`src/rtl/scan_tap.sv`:
```
module scan_tap #(
  parameter int          PIN_CNT  = 6,
  parameter int          BSR_LEN  = 9,
  parameter logic [31:0] ID_VALUE = 32'h1A5C_0F3D
) (
  input  logic               tck,
  input  logic               por_n,
  input  logic               tms,
  input  logic               tdi,
  output logic               tdo,
  output logic               tdo_oe,
  input  logic [PIN_CNT-1:0] pin_in,
  input  logic [PIN_CNT-1:0] func_out,
  output logic [PIN_CNT-1:0] pad_out,
  output logic               pad_hiz
);
  localparam logic [3:0] S_RESET = 4'd0,  S_IDLE  = 4'd1,  S_DRSEL = 4'd2,  S_DRCAP = 4'd3,
                         S_DRSH  = 4'd4,  S_DREX1 = 4'd5,  S_DRPAU = 4'd6,  S_DREX2 = 4'd7,
                         S_DRUPD = 4'd8,  S_IRSEL = 4'd9,  S_IRCAP = 4'd10, S_IRSH  = 4'd11,
                         S_IREX1 = 4'd12, S_IRPAU = 4'd13, S_IREX2 = 4'd14, S_IRUPD = 4'd15;
  localparam logic [2:0] OP_DRIVE = 3'b000, OP_IDENT = 3'b001, OP_FLOAT = 3'b010, OP_PEEK = 3'b100;

  logic [3:0]         state, nxt;
  logic [2:0]         ir_sh, ir_q;
  logic               byp;
  logic [31:0]        id_sh;
  logic [BSR_LEN-1:0] bsr_sh, bsr_cap;
  logic [PIN_CNT-1:0] upd_q;
  logic               sel_bsr, sel_id, dr_lsb;

  always_comb begin
    case (state)
      S_RESET: nxt = tms ? S_RESET : S_IDLE;
      S_IDLE:  nxt = tms ? S_DRSEL : S_IDLE;
      S_DRSEL: nxt = tms ? S_IRSEL : S_DRCAP;
      S_DRCAP: nxt = tms ? S_DREX1 : S_DRSH;
      S_DRSH:  nxt = tms ? S_DREX1 : S_DRSH;
      S_DREX1: nxt = tms ? S_DRUPD : S_DRPAU;
      S_DRPAU: nxt = tms ? S_DREX2 : S_DRPAU;
      S_DREX2: nxt = tms ? S_DRUPD : S_DRSH;
      S_DRUPD: nxt = tms ? S_DRSEL : S_IDLE;
      S_IRSEL: nxt = tms ? S_RESET : S_IRCAP;
      S_IRCAP: nxt = tms ? S_IREX1 : S_IRSH;
      S_IRSH:  nxt = tms ? S_IREX1 : S_IRSH;
      S_IREX1: nxt = tms ? S_IRUPD : S_IRPAU;
      S_IRPAU: nxt = tms ? S_IREX2 : S_IRPAU;
      S_IREX2: nxt = tms ? S_IRUPD : S_IRSH;
      default: nxt = tms ? S_DRSEL : S_IDLE;
    endcase
  end

  assign sel_bsr = (ir_q == OP_DRIVE) || (ir_q == OP_FLOAT) || (ir_q == OP_PEEK);
  assign sel_id  = (ir_q == OP_IDENT);
  assign dr_lsb  = sel_bsr ? bsr_sh[0] : (sel_id ? id_sh[0] : byp);

  always_comb begin
    bsr_cap = '1;
    bsr_cap[PIN_CNT-1:0] = pin_in;
  end

  always_ff @(posedge tck or negedge por_n) begin
    if (!por_n) begin
      state <= S_RESET;
      ir_sh <= OP_IDENT;
      ir_q  <= OP_IDENT;
      byp   <= 1'b0;
      id_sh <= '0;
      bsr_sh <= '0;
      upd_q <= '0;
    end else begin
      state <= nxt;
      if (state == S_IRCAP)    ir_sh <= 3'b001;
      else if (state == S_IRSH) ir_sh <= {tdi, ir_sh[2:1]};
      if (state == S_RESET)     ir_q <= OP_IDENT;
      else if (state == S_IRUPD) ir_q <= ir_sh;
      if (state == S_DRCAP) begin
        byp    <= 1'b0;
        id_sh  <= ID_VALUE;
        bsr_sh <= bsr_cap;
      end else if (state == S_DRSH) begin
        if (sel_bsr)     bsr_sh <= {tdi, bsr_sh[BSR_LEN-1:1]};
        else if (sel_id) id_sh  <= {tdi, id_sh[31:1]};
        else             byp    <= tdi;
      end
      if (state == S_DRUPD && sel_bsr) upd_q <= bsr_sh[PIN_CNT-1:0];
    end
  end

  always_ff @(negedge tck or negedge por_n) begin
    if (!por_n) begin
      tdo    <= 1'b0;
      tdo_oe <= 1'b0;
    end else begin
      tdo_oe <= (state == S_IRSH) || (state == S_DRSH);
      tdo    <= (state == S_IRSH) ? ir_sh[0] : ((state == S_DRSH) ? dr_lsb : 1'b0);
    end
  end

  assign pad_out = (ir_q == OP_DRIVE) ? upd_q : func_out;
  assign pad_hiz = (ir_q == OP_FLOAT);
endmodule


```
`config.mk`:
```
export PLATFORM = sky130hd
export DESIGN_NAME = scan_tap
export DESIGN_NICKNAME = d
export VERILOG_FILES = /design/src/rtl/scan_tap.sv
export SDC_FILE = /design/constraint.sdc
export NUM_CORES = 1
export LEC_CHECK = 0
export ABC_AREA = 1
export BUFFER_PORTS_ARGS = -buffer_cell sky130_fd_sc_hd__buf_2
export CAP_MARGIN = 20
export CORE_MARGIN = 5
export CORE_UTILIZATION = 63
export CTS_CLUSTER_SIZE = 25
export DETAILED_ROUTE_END_ITERATION = 10
export MAX_ROUTING_LAYER = met4
export PLACE_DENSITY = 0.82
export SYNTH_ARGS = -nofsm -noshare
export SYNTH_HDL_FRONTEND = slang
export SYNTH_SLANG_ARGS = --single-unit
export TNS_END_PERCENT = 100
```
`constraint.sdc`:
```
create_clock -name tck -period 2.3 [get_ports tck]
set_input_delay 0.115 -clock tck [delete_from_list [all_inputs] [get_ports tck]]
set_output_delay 0.115 -clock tck [all_outputs]
set_load 0.02 [all_outputs]
```
==> out/qor.csv, run 1 <==
stage,metric,value,unit
route,wl_met3,387,um
route,wl_met2,3.036,mm
layout,area_growth,16.60,%
hold_path,min_from,pin_in[2],
placement,routabilityCongestion,0.8937,
synth,synthAdderAreaFrac,0,
global_routing,grt_util_all_layers,0.2589,
worst_setup_path,r2r_start,ir_q[1],
route,routed_wl,6.182,mm
synth,synth_cells,324,
synth,synth.top_cell.area_share,0.5164,
synth,yosys_warnings,0,
route,vias_per_cell,5.522,
worst_setup_path,cp_max_fo,5,
synth,synth_nets,340,
layout,final_layout_size_suffix_gt1_frac,0.2022,
synth,synth_seq_cells,60,
worst_setup_path,cpPeakStageDelay,0.43,ns
power,max-vdd-ir-drop,678.1,uV
placement,dp_slack,0.04658,ns
sta,worst_slew_pin_slew,0.5043,ns
sta,fin_worst_skew,0.01301,ns
placement,place_area,2877,sq um
synth,synth_compound_area_frac,0.09083,
hold_path,hold_end,bsr_sh[2],
die,ios,25,
placement,dp_hpwl,3.860,mm
route,met1_length,2.575,mm
worst_setup_path,cp.arrival,1.31,ns
worst_setup_path,worst_path_most_repeated_cell,nand2_1,
global_routing,antenna_found_initial,0,
power,power_leakage,1.614,nW
worst_setup_path,critPathLaunch,ir_q[1],
route,route.detailed.drc,0,
worst_setup_path,cp_num_buf_inv,0,
cts,cts_tree,yes,
synth,synthSimpleGateAreaFrac,0.2577,
layout,final_area,3164,sq um
sta,rsz0062_at_grt,true,
flow_run,maxCapViolCount,0,
synth,syn_area,2714,sq um
die,dieArea,5721,sq um
worst_setup_path,end_kind,flop,
die,dieWidth,75.64,um
outcome,status,"complete, no violations",
global_routing,grt_pass1_wl,10.52,mm
cts,clk_latency,0.34,ns
sta,slew_headroom,0.6628,
hold_path,hold-path-cell-count,3,
synth,yosysSeqAreaShare,0.5542,
sta,setup_viol,0,
die,rows,23,
global_routing,overflow,0,
layout,layout_commonest_cell,nand2_1,
synth,synth_mux_area_frac,0.02490,
worst_setup_path,cp_top_family,simple AND/OR/NAND/NOR gates,
worst_setup_path,start_kind,flop,
hold_path,min_path_type,in2reg,
layout,nFillCells,285,
synth,synth.avg_cell_area,8.376,sq um
layout,mostFrequentLayoutCells,"nand2_1 (70), nor2_1 (55), dfrtp_1 (55), inv_1 (34), buf_2 (24)",
route,highest_layer,met4,
route,drt_iter0_drc,188,
worst_setup_path,critPathKind,reg2reg,
power,power_density,1326,nW/um^2
die,die_h,75.64,um
cts,root_buffer,clkbuf_8,
sta,worst_slack,0.01438,ns
worst_setup_path,r2r_slack,0.01,ns
global_routing,grt_start_max_net_pins,35,
layout,n_antenna_cell,0,
die,start_util,0.6641,
worst_setup_path,cp_cell_sequence,nor2_2 -> nand2_2 -> nand2_1 -> nand3_1 -> nand2_1 -> nand2_1,
cts,h-tree-depth,3,
synth,synth_top_family_by_area,simple AND/OR/NAND/NOR gates,
worst_setup_path,reg2reg_to,tdo,
cts,path_clk_slew,0.07,ns
global_routing,grt_pass1_vias,2241,
cts,cts_made_buffers,9,
cts,cts.sinks,60,
synth,synth_cell_type_count,24,
worst_setup_path,worst-r2r-cell-count,6,
route,wire_per_inst,14.86,um
sta,report.final.hold_viol_count,0,
die,core_area,4086,sq um
route,drt_first_pass_iters,5,
cts,ctsLongestPathBuffers,2,
synth,synthXorXnorAreaFrac,0,
synth,yosys.area.top_type,dfrtp_1,
route,via_count,2297,
layout,fin_util,0.7743,
layout,nNetsFinal,377,
placement,port-buffer-count,24,
worst_setup_path,slowest_stage,dfrtp_1,
sta,slew_violations,0,
worst_setup_path,cp.required,1.33,ns
route,antenna_left,0,
synth,synth_area_leaders,"dfrtp_1 (52%), nand2_1 (9.8%), nor2_1 (7.7%), inv_1 (4.8%), nand3_1 (3.9%)",
==> Yosys cell counts <==
master / number
a21oi_1: 12
a22oi_1: 1
buf_2: 4
buf_4: 1
buf_6: 1
clkbuf_1: 1
dfrtn_1: 2
dfrtp_1: 56
dfstp_2: 2
inv_1: 35
inv_2: 6
mux2_2: 6
nand2_1: 71
nand2_2: 5
nand2_4: 3
nand3_1: 21
nand4_1: 4
nor2_1: 56
nor2_2: 1
nor2_4: 1
nor3_1: 2
o21ai_0: 14
o21ai_1: 8
o22ai_1: 11
==> tightest hold or removal path: cells and delay by family <==
family,cells,cell delay (ns)
and+or+nand+nor,2,0.12
buffers and inverters,1,0.07
==> final cells by class <==
| cell class | instances | area [sq um] | area share |
|---|---|---|---|
| Multi-Input combinational cell | 216 | 1022 | 0.3231 |
| Timing Repair Buffer | 33 | 192.7 | 0.06089 |
| Clock inverter | 3 | 68.82 | 0.02175 |
| Sequential cell | 60 | 1505 | 0.4757 |
| Tap cell | 50 | 62.56 | 0.01977 |
| Inverter | 41 | 153.9 | 0.04864 |
| Clock buffer | 13 | 158.9 | 0.05022 |
==> metrics by stage <==
step           instances  power [W]  setup TNS (ns)  hold slack [ns]
6_report             416   0.004195               0         0.008719
5_1_grt              416   0.004480        -0.05546          0.01509
4_1_cts              412   0.004154               0          0.01359
3_5_place_dp         394   0.003032               0           0.1919
3_3_place_gp         394   0.002973               0           0.1791
2_1_floorplan        324   0.002725               0          -0.1806
==> metal layers <==
layer  track usage  vias to the layer above
met2        0.3941                      100
met5             -                        -
li1              -                     1110
met1        0.3339                     1066
met3       0.04749                       21
met4        0.1301                        0
==> cells by family after synthesis <==
logic type | after synthesis
AND/OR/NAND/NOR | 164
AO/OA/AOI/OAI | 46
multiplexers | 6
buffers and inverters | 48
flip-flops | 60
==> worst max path at each step <==
| stage | end | slack (ns) | depth (start not counted) |
|---|---|---|---|
| 6_report | tdo | 0.01 | 6 |
| 5_1_grt | tdo | -0.06 | 6 |
| 4_1_cts | tdo | 0.009 | 7 |
| 3_5_place_dp | tdo | 0.05 | 5 |
| 3_3_place_gp | tdo | 0.09 | 5 |
| 2_1_floorplan | tdo | 0.13 | 5 |
==> state kept, by name, summed over array words and instances, names as in the netlist <==
register  cells
tdo_oe        1
ir_q          3
bsr_sh        9
tdo           1
upd_q         6
byp           1
id_sh        32
state         4
ir_sh         3
==> timing repair <==
action,in CTS,in global routing
hold buffers,2,0
resized for setup,0,5
setup buffers,0,4
setup endpoints to repair,0,1
endpoints found under the hold margin,57,0
==> report_power, final <==
part | internal (W) | switching [W] | leakage (nW) | total [W]
Sequential | 0.00149 | 0.000249 | 0.720 | 0.00174
Clock | 0.000672 | 0.000417 | 0.114 | 0.00109
Combinational | 0.000462 | 0.000908 | 0.781 | 0.00137
Total | 0.00262 | 0.00157 | 1.61 | 0.00419
Power figures use the tool's default switching activity.
==> inputs of run 2 (changes only) <==
- CORE_UTILIZATION: 63 -> 30
- PLACE_DENSITY: 0.82 -> 0.44
==> run 2 against run 1 <==
- utilization is 41 points lower
- cell count is 14% higher
- setup slack better by 0.069 ns
- global-route usage is 14 points lower
- register-to-register slack better by 0.07 ns
- cell area is 1.4% higher
- sequential share of layout area is 0.69 points lower
- worst hold slack better by 0.024 ns
- clock-buffer cell count is 1 lower
- power is 5.0% lower
- die area is 93% higher
- clock skew is 0.0017 ns lower
- highest routed layer unchanged
==> out/qor.csv, run 2 (same netlist as run 1, synthesis figures left out) <==
stage,metric,value,unit
die,dieWidth,105.1,um
sta,setup_viol,0,
global_routing,grt_start_max_net_pins,56,
hold_path,min_path_type,in2reg,
layout,largest_reg_flops,32,
global_routing,antenna_found_initial,0,
worst_setup_path,slowest_stage,dfstp_2,
power,p_int,0.002497,W
worst_setup_path,cpPeakStageDelay,0.58,ns
global_routing,grt_pass1_wl,10.23,mm
flow_run,maxCapViolCount,0,
layout,fin_util,0.3661,
cts,cts.sinks,60,
power,p_seq_frac,0.426,
layout,top_register,id_sh,
power,power.switching,0.001488,W
power,power.share.combinational,0.332,
power,clkPwrFrac,0.242,
placement,routabilityCongestion,0.8861,
worst_setup_path,worst_path_most_repeated_cell,nand2_1,
sta,holdWs,0.03299,ns
route,vias_per_cell,4.615,
cts,cts_made_buffers,9,
sta,slew_violations,0,
hold_path,hold-path-cell-count,3,
layout,reg_top3,"id_sh x32, bsr_sh x9, upd_q x6",
sta,fin_worst_skew,0.01132,ns
worst_setup_path,r2r_start,ir_q[0],
route,routed_wl,5.867,mm
power,power_density,1242,nW/um^2
worst_setup_path,cp.required,1.32,ns
die,dieArea,11050,sq um
global_routing,overflow,0,
cts,root_buffer,clkbuf_8,
worst_setup_path,critPathKind,reg2reg,
layout,layout_commonest_cell,nand2_1,
route,wire_per_inst,12.40,um
power,switching_share,0.3734,
sta,slew_headroom,0.5086,
cts,path_clk_slew,0.07,ns
worst_setup_path,end_kind,flop,
placement,dp_hpwl,4.007,mm
die,start_util,0.3097,
cts,clk_latency,0.33,ns
layout,nNetsFinal,376,
worst_setup_path,cp_num_buf_inv,1,
worst_setup_path,start_kind,flop,
global_routing,grt_util_all_layers,0.1169,
worst_setup_path,r2r_slack,0.08,ns
layout,n_antenna_cell,0,
route,antenna_left,0,
die,die_h,105.1,um
power,power_leakage,1.599,nW
die,core_area,8763,sq um
hold_path,min_from,pin_in[4],
sta,worst_slew_pin_slew,0.7371,ns
worst_setup_path,worst-r2r-cell-count,5,
layout,area_growth,18.21,%
worst_setup_path,cp_max_fo,5,
layout,mostFrequentLayoutCells,"nand2_1 (69), dfrtp_1 (56), nor2_1 (55), inv_1 (34), buf_2 (24)",
placement,port-buffer-count,24,
hold_path,hold_end,bsr_sh[4],
cts,ctsLongestPathBuffers,2,
worst_setup_path,cp_cell_sequence,a21oi_2 -> inv_1 -> nand3_1 -> nand2_1 -> nand2_1,
layout,nFillCells,920,
cts,h-tree-depth,3,
die,rows,34,
worst_setup_path,cp_top_family,flip-flops,
worst_setup_path,cp.depth,5,
layout,final_layout_size_suffix_gt1_frac,0.2000,
route,via_count,2183,
worst_setup_path,cp.arrival,1.24,ns
power,max-vdd-ir-drop,341.4,uV
global_routing,grt_pass1_vias,2127,
route,drt_first_pass_iters,4,
sta,rsz0062_at_grt,true,
outcome,status,"complete, no violations",
worst_setup_path,reg2reg_to,tdo,
route,route.detailed.drc,0,
route,drt_iter0_drc,133,
sta,report.final.hold_viol_count,0,
cts,cts_tree,yes,
die,ios,25,
-- run 2: cell types whose count changed in the layout (fill, tap and decap cells not counted), sizes merged --
cell	delta
dlygate4sd3	+1
clkinvlp	+1
buf	-2
clkbuf	-1
clkinv	+1
bufinv	-1
-- run 2: layout make-up --
| class | count | area (sq um) | share of cell area |
|---|---|---|---|
| Clock buffer | 12 | 155.1 | 0.04836 |
| Clock inverter | 4 | 47.55 | 0.01482 |
| Inverter | 41 | 153.9 | 0.04797 |
| Multi-Input combinational cell | 216 | 1025 | 0.3194 |
| Sequential cell | 60 | 1504 | 0.4688 |
| Tap cell | 108 | 135.1 | 0.04212 |
| Timing Repair Buffer | 32 | 187.7 | 0.05850 |
-- run 2: worst reg2reg max path, stage by stage (launching register included) --
cell and delay (ns):
dfstp_2 0.58, a21oi_2 0.06, inv_1 0.08, nand3_1 0.08, nand2_1 0.07, nand2_1 0.05
-- run 2: timing repair --
action | 4_1_cts | 5_1_grt
endpoints found under the setup margin | 0 | 1
setup buffers | 0 | 1
gates resized for setup | 0 | 5
hold buffers | 3 | 0
endpoints found under the hold margin | 5 | 0
-- run 2: worst max-delay path by stage --
stage | from | end | slack (ns)
5_1_grt | ir_q[0] | tdo | -0.0009
3_5_place_dp | ir_q[2] | tdo | 0.07
2_1_floorplan | ir_q[0] | tdo | 0.13
4_1_cts | ir_q[2] | tdo | 0.05
6_report | ir_q[0] | tdo | 0.08
3_3_place_gp | ir_q[0] | tdo | 0.1
-- run 2: per-layer routing --
| metal | vias up | track usage | routed length (um) |
|---|---|---|---|
| met5 | - | - | 0 |
| met4 | 0 | 0.05205 | 102 |
| met3 | 10 | 0.02959 | 323 |
| met2 | 51 | 0.1686 | 2577 |
| met1 | 1018 | 0.1547 | 2863 |
| li1 | 1104 | - | - |
-- run 2: power by group through the flow --
stage	Combinational [W]	Sequential [W]	Clock, W
global route	0.00154	0.00176	0.00104
finish	0.00132	0.00170	0.000965
CTS	0.00134	0.00170	0.000998
detailed placement	0.00133	0.00172	0
global placement	0.00134	0.00171	0
floorplan	0.00104	0.00168	0
-- run 2: through the flow --
step,cell area [sq um],power (W),setup WS [ns],setup TNS [ns],std cells
floorplan,2714,0.002725,0.1326,0,324
global placement,2957,0.003053,0.09834,0,453
global route,3208,0.004340,-0.0009175,-0.0009175,473
CTS,3189,0.004037,0.04519,0,472
finish,3208,0.003986,0.08383,0,473
detailed placement,2957,0.003050,0.07041,0,453
==> inputs of run 3 (changes only) <==
- PLACE_DENSITY: 0.44 -> default
==> run 3 against run 2 <==
- first-iteration DRC count up 21%
- sequential power hardly changed
- cell count decreased by 0.85%
- power decreased by 3.6%
- global-route usage down 0.42 points
- cell area is 1.4% lower
==> out/qor.csv, run 3 (same netlist as run 1, synthesis figures left out) <==
stage,metric,value,unit
cts,cts_made_buffers,9,
worst_setup_path,end_kind,flop,
layout,reg_top3,"id_sh x32, bsr_sh x9, upd_q x6",
route,wire_per_inst,12.00,um
placement,port-buffer-count,24,
cts,h-tree-depth,3,
route,routed_wl,5.628,mm
worst_setup_path,cp_max_fo,5,
route,drt_iter0_drc,161,
worst_setup_path,r2r_slack,0.06,ns
route,vias_per_cell,4.652,
hold_path,hold_end,bsr_sh[2],
layout,nFillCells,908,
worst_setup_path,start_kind,flop,
route,antenna_left,0,
cts,cts.sinks,60,
layout,mostFrequentLayoutCells,"nand2_1 (70), nor2_1 (53), dfrtp_1 (53), inv_1 (34), buf_2 (24)",
cts,path_clk_slew,0.06,ns
sta,report.final.hold_viol_count,0,
layout,area_growth,16.55,%
layout,final_layout_size_suffix_gt1_frac,0.2022,
global_routing,grt_util_all_layers,0.1127,
global_routing,antenna_found_initial,0,
layout,nNetsFinal,373,
die,dieWidth,105.1,um
hold_path,hold-path-cell-count,3,
power,power_leakage,1.567,nW
sta,slew_headroom,0.5995,
worst_setup_path,critPathKind,reg2reg,
layout,n_antenna_cell,0,
sta,fin_worst_skew,0.009173,ns
route,drt_first_pass_iters,4,
layout,top_register,id_sh,
global_routing,grt_pass1_wl,9.818,mm
global_routing,grt_start_max_net_pins,48,
placement,place_inst,451,
die,dieArea,11050,sq um
sta,setup_viol,0,
power,max-vdd-ir-drop,277.6,uV
global_routing,grt_pass1_vias,2172,
worst_setup_path,slowest_stage,dfstp_2,
worst_setup_path,cp_num_buf_inv,0,
die,ios,25,
cts,root_buffer,clkbuf_8,
route,via_count,2182,
worst_setup_path,cpPeakStageDelay,0.60,ns
die,die_h,105.1,um
hold_path,min_path_type,in2reg,
sta,slew_violations,0,
hold_path,min_from,pin_in[2],
layout,fin_cells,469,
sta,worst_slew_pin_slew,0.6008,ns
global_routing,overflow,0,
power,p_total,0.003841,W
worst_setup_path,r2r_start,ir_q[0],
worst_setup_path,cp_top_family,flip-flops,
flow_run,maxCapViolCount,0,
worst_setup_path,worst_path_most_repeated_cell,nand2_1,
layout,largest_reg_flops,32,
worst_setup_path,cp.arrival,1.27,ns
layout,layout_commonest_cell,nand2_1,
die,rows,34,
placement,dp_hpwl,3.884,mm
worst_setup_path,worst-r2r-cell-count,5,
route,route.detailed.drc,0,
outcome,status,"complete, no violations",
power,power_density,1214,nW/um^2
placement,routabilityCongestion,0.9244,
die,core_area,8763,sq um
die,start_util,0.3097,
cts,cts_tree,yes,
cts,clk_latency,0.33,ns
worst_setup_path,cp_cell_sequence,nand2_2 -> nand2_1 -> nand3_1 -> nand2_1 -> nand2_1,
cts,ctsLongestPathBuffers,2,
worst_setup_path,reg2reg_to,tdo,
worst_setup_path,cp.required,1.33,ns
## run 3: cell count changes in the layout (fill, tap and decap cells not counted), sizes merged
cell,change
dlygate4sd3,-1
buf,-2
bufinv,-1
clkinvlp,-1
clkbuf,+1
## run 3: final cells by class
type | count | area, sq um | share of cell area
sequential | 60 | 1508 | 0.4767
multi-input combinational | 216 | 1035 | 0.3271
clock buffer | 13 | 158.9 | 0.05024
clock inverter | 2 | 10.01 | 0.003165
timing repair buffer | 29 | 162.7 | 0.05142
tap | 108 | 135.1 | 0.04272
inverter | 41 | 153.9 | 0.04866
## run 3: where the power goes
| part | internal (W) | switching (W) | leakage (nW) | total, W |
|---|---|---|---|---|
| Sequential | 0.00149 | 0.000227 | 0.717 | 0.00171 |
| Clock | 0.000441 | 0.000378 | 0.0893 | 0.000819 |
| Combinational | 0.000454 | 0.000853 | 0.761 | 0.00131 |
| Total | 0.00238 | 0.00146 | 1.57 | 0.00384 |
## run 3: repair_timing
action,CTS,global route
setup endpoints to repair,1,1
hold buffers,2,0
gates resized for setup,1,9
setup buffers,0,1
endpoints found under the hold margin,12,0
## run 3: routing by layer
layer | part of all wire | vias to the layer above | GRT usage
li1 | - | 1098 | -
met1 | 0.46 | 1021 | 0.1333
met2 | 0.46 | 50 | 0.1700
met3 | 0.054 | 13 | 0.03699
met4 | 0.021 | 0 | 0.06027
met5 | 0 | - | -
## run 3: how the worst max path moves through the flow
stage                 start  depth (start not counted)  end  slack (ns)
finish              ir_q[0]                          5  tdo        0.06
global route        ir_q[0]                          5  tdo       -0.01
CTS                 ir_q[0]                          5  tdo        0.06
detailed placement  ir_q[1]                          4  tdo        0.01
global placement    ir_q[0]                          5  tdo        0.07
floorplan           ir_q[0]                          5  tdo        0.13
## run 3: worst register-to-register path: cells and delay by family (launching register included)
family / cells / cell delay (ns)
flip-flops: 1 / 0.60
AND/OR/NAND/NOR: 5 / 0.33
## run 3: metrics by stage
step / area (sq um) / hold WS, ns / setup slack, ns / utilization / TNS [ns]
after floorplan: 2714 / -0.1806 / 0.1326 / - / 0
after global placement: 2942 / 0.02447 / 0.06608 / 0.3357 / 0
after detailed placement: 2942 / 0.03225 / 0.01364 / 0.3357 / 0
after CTS: 3134 / 0.002926 / 0.05861 / 0.3577 / 0
after global routing: 3163 / 0.01725 / -0.01440 / 0.3609 / -0.01440
final: 3163 / 0.01238 / 0.06022 / 0.3609 / 0
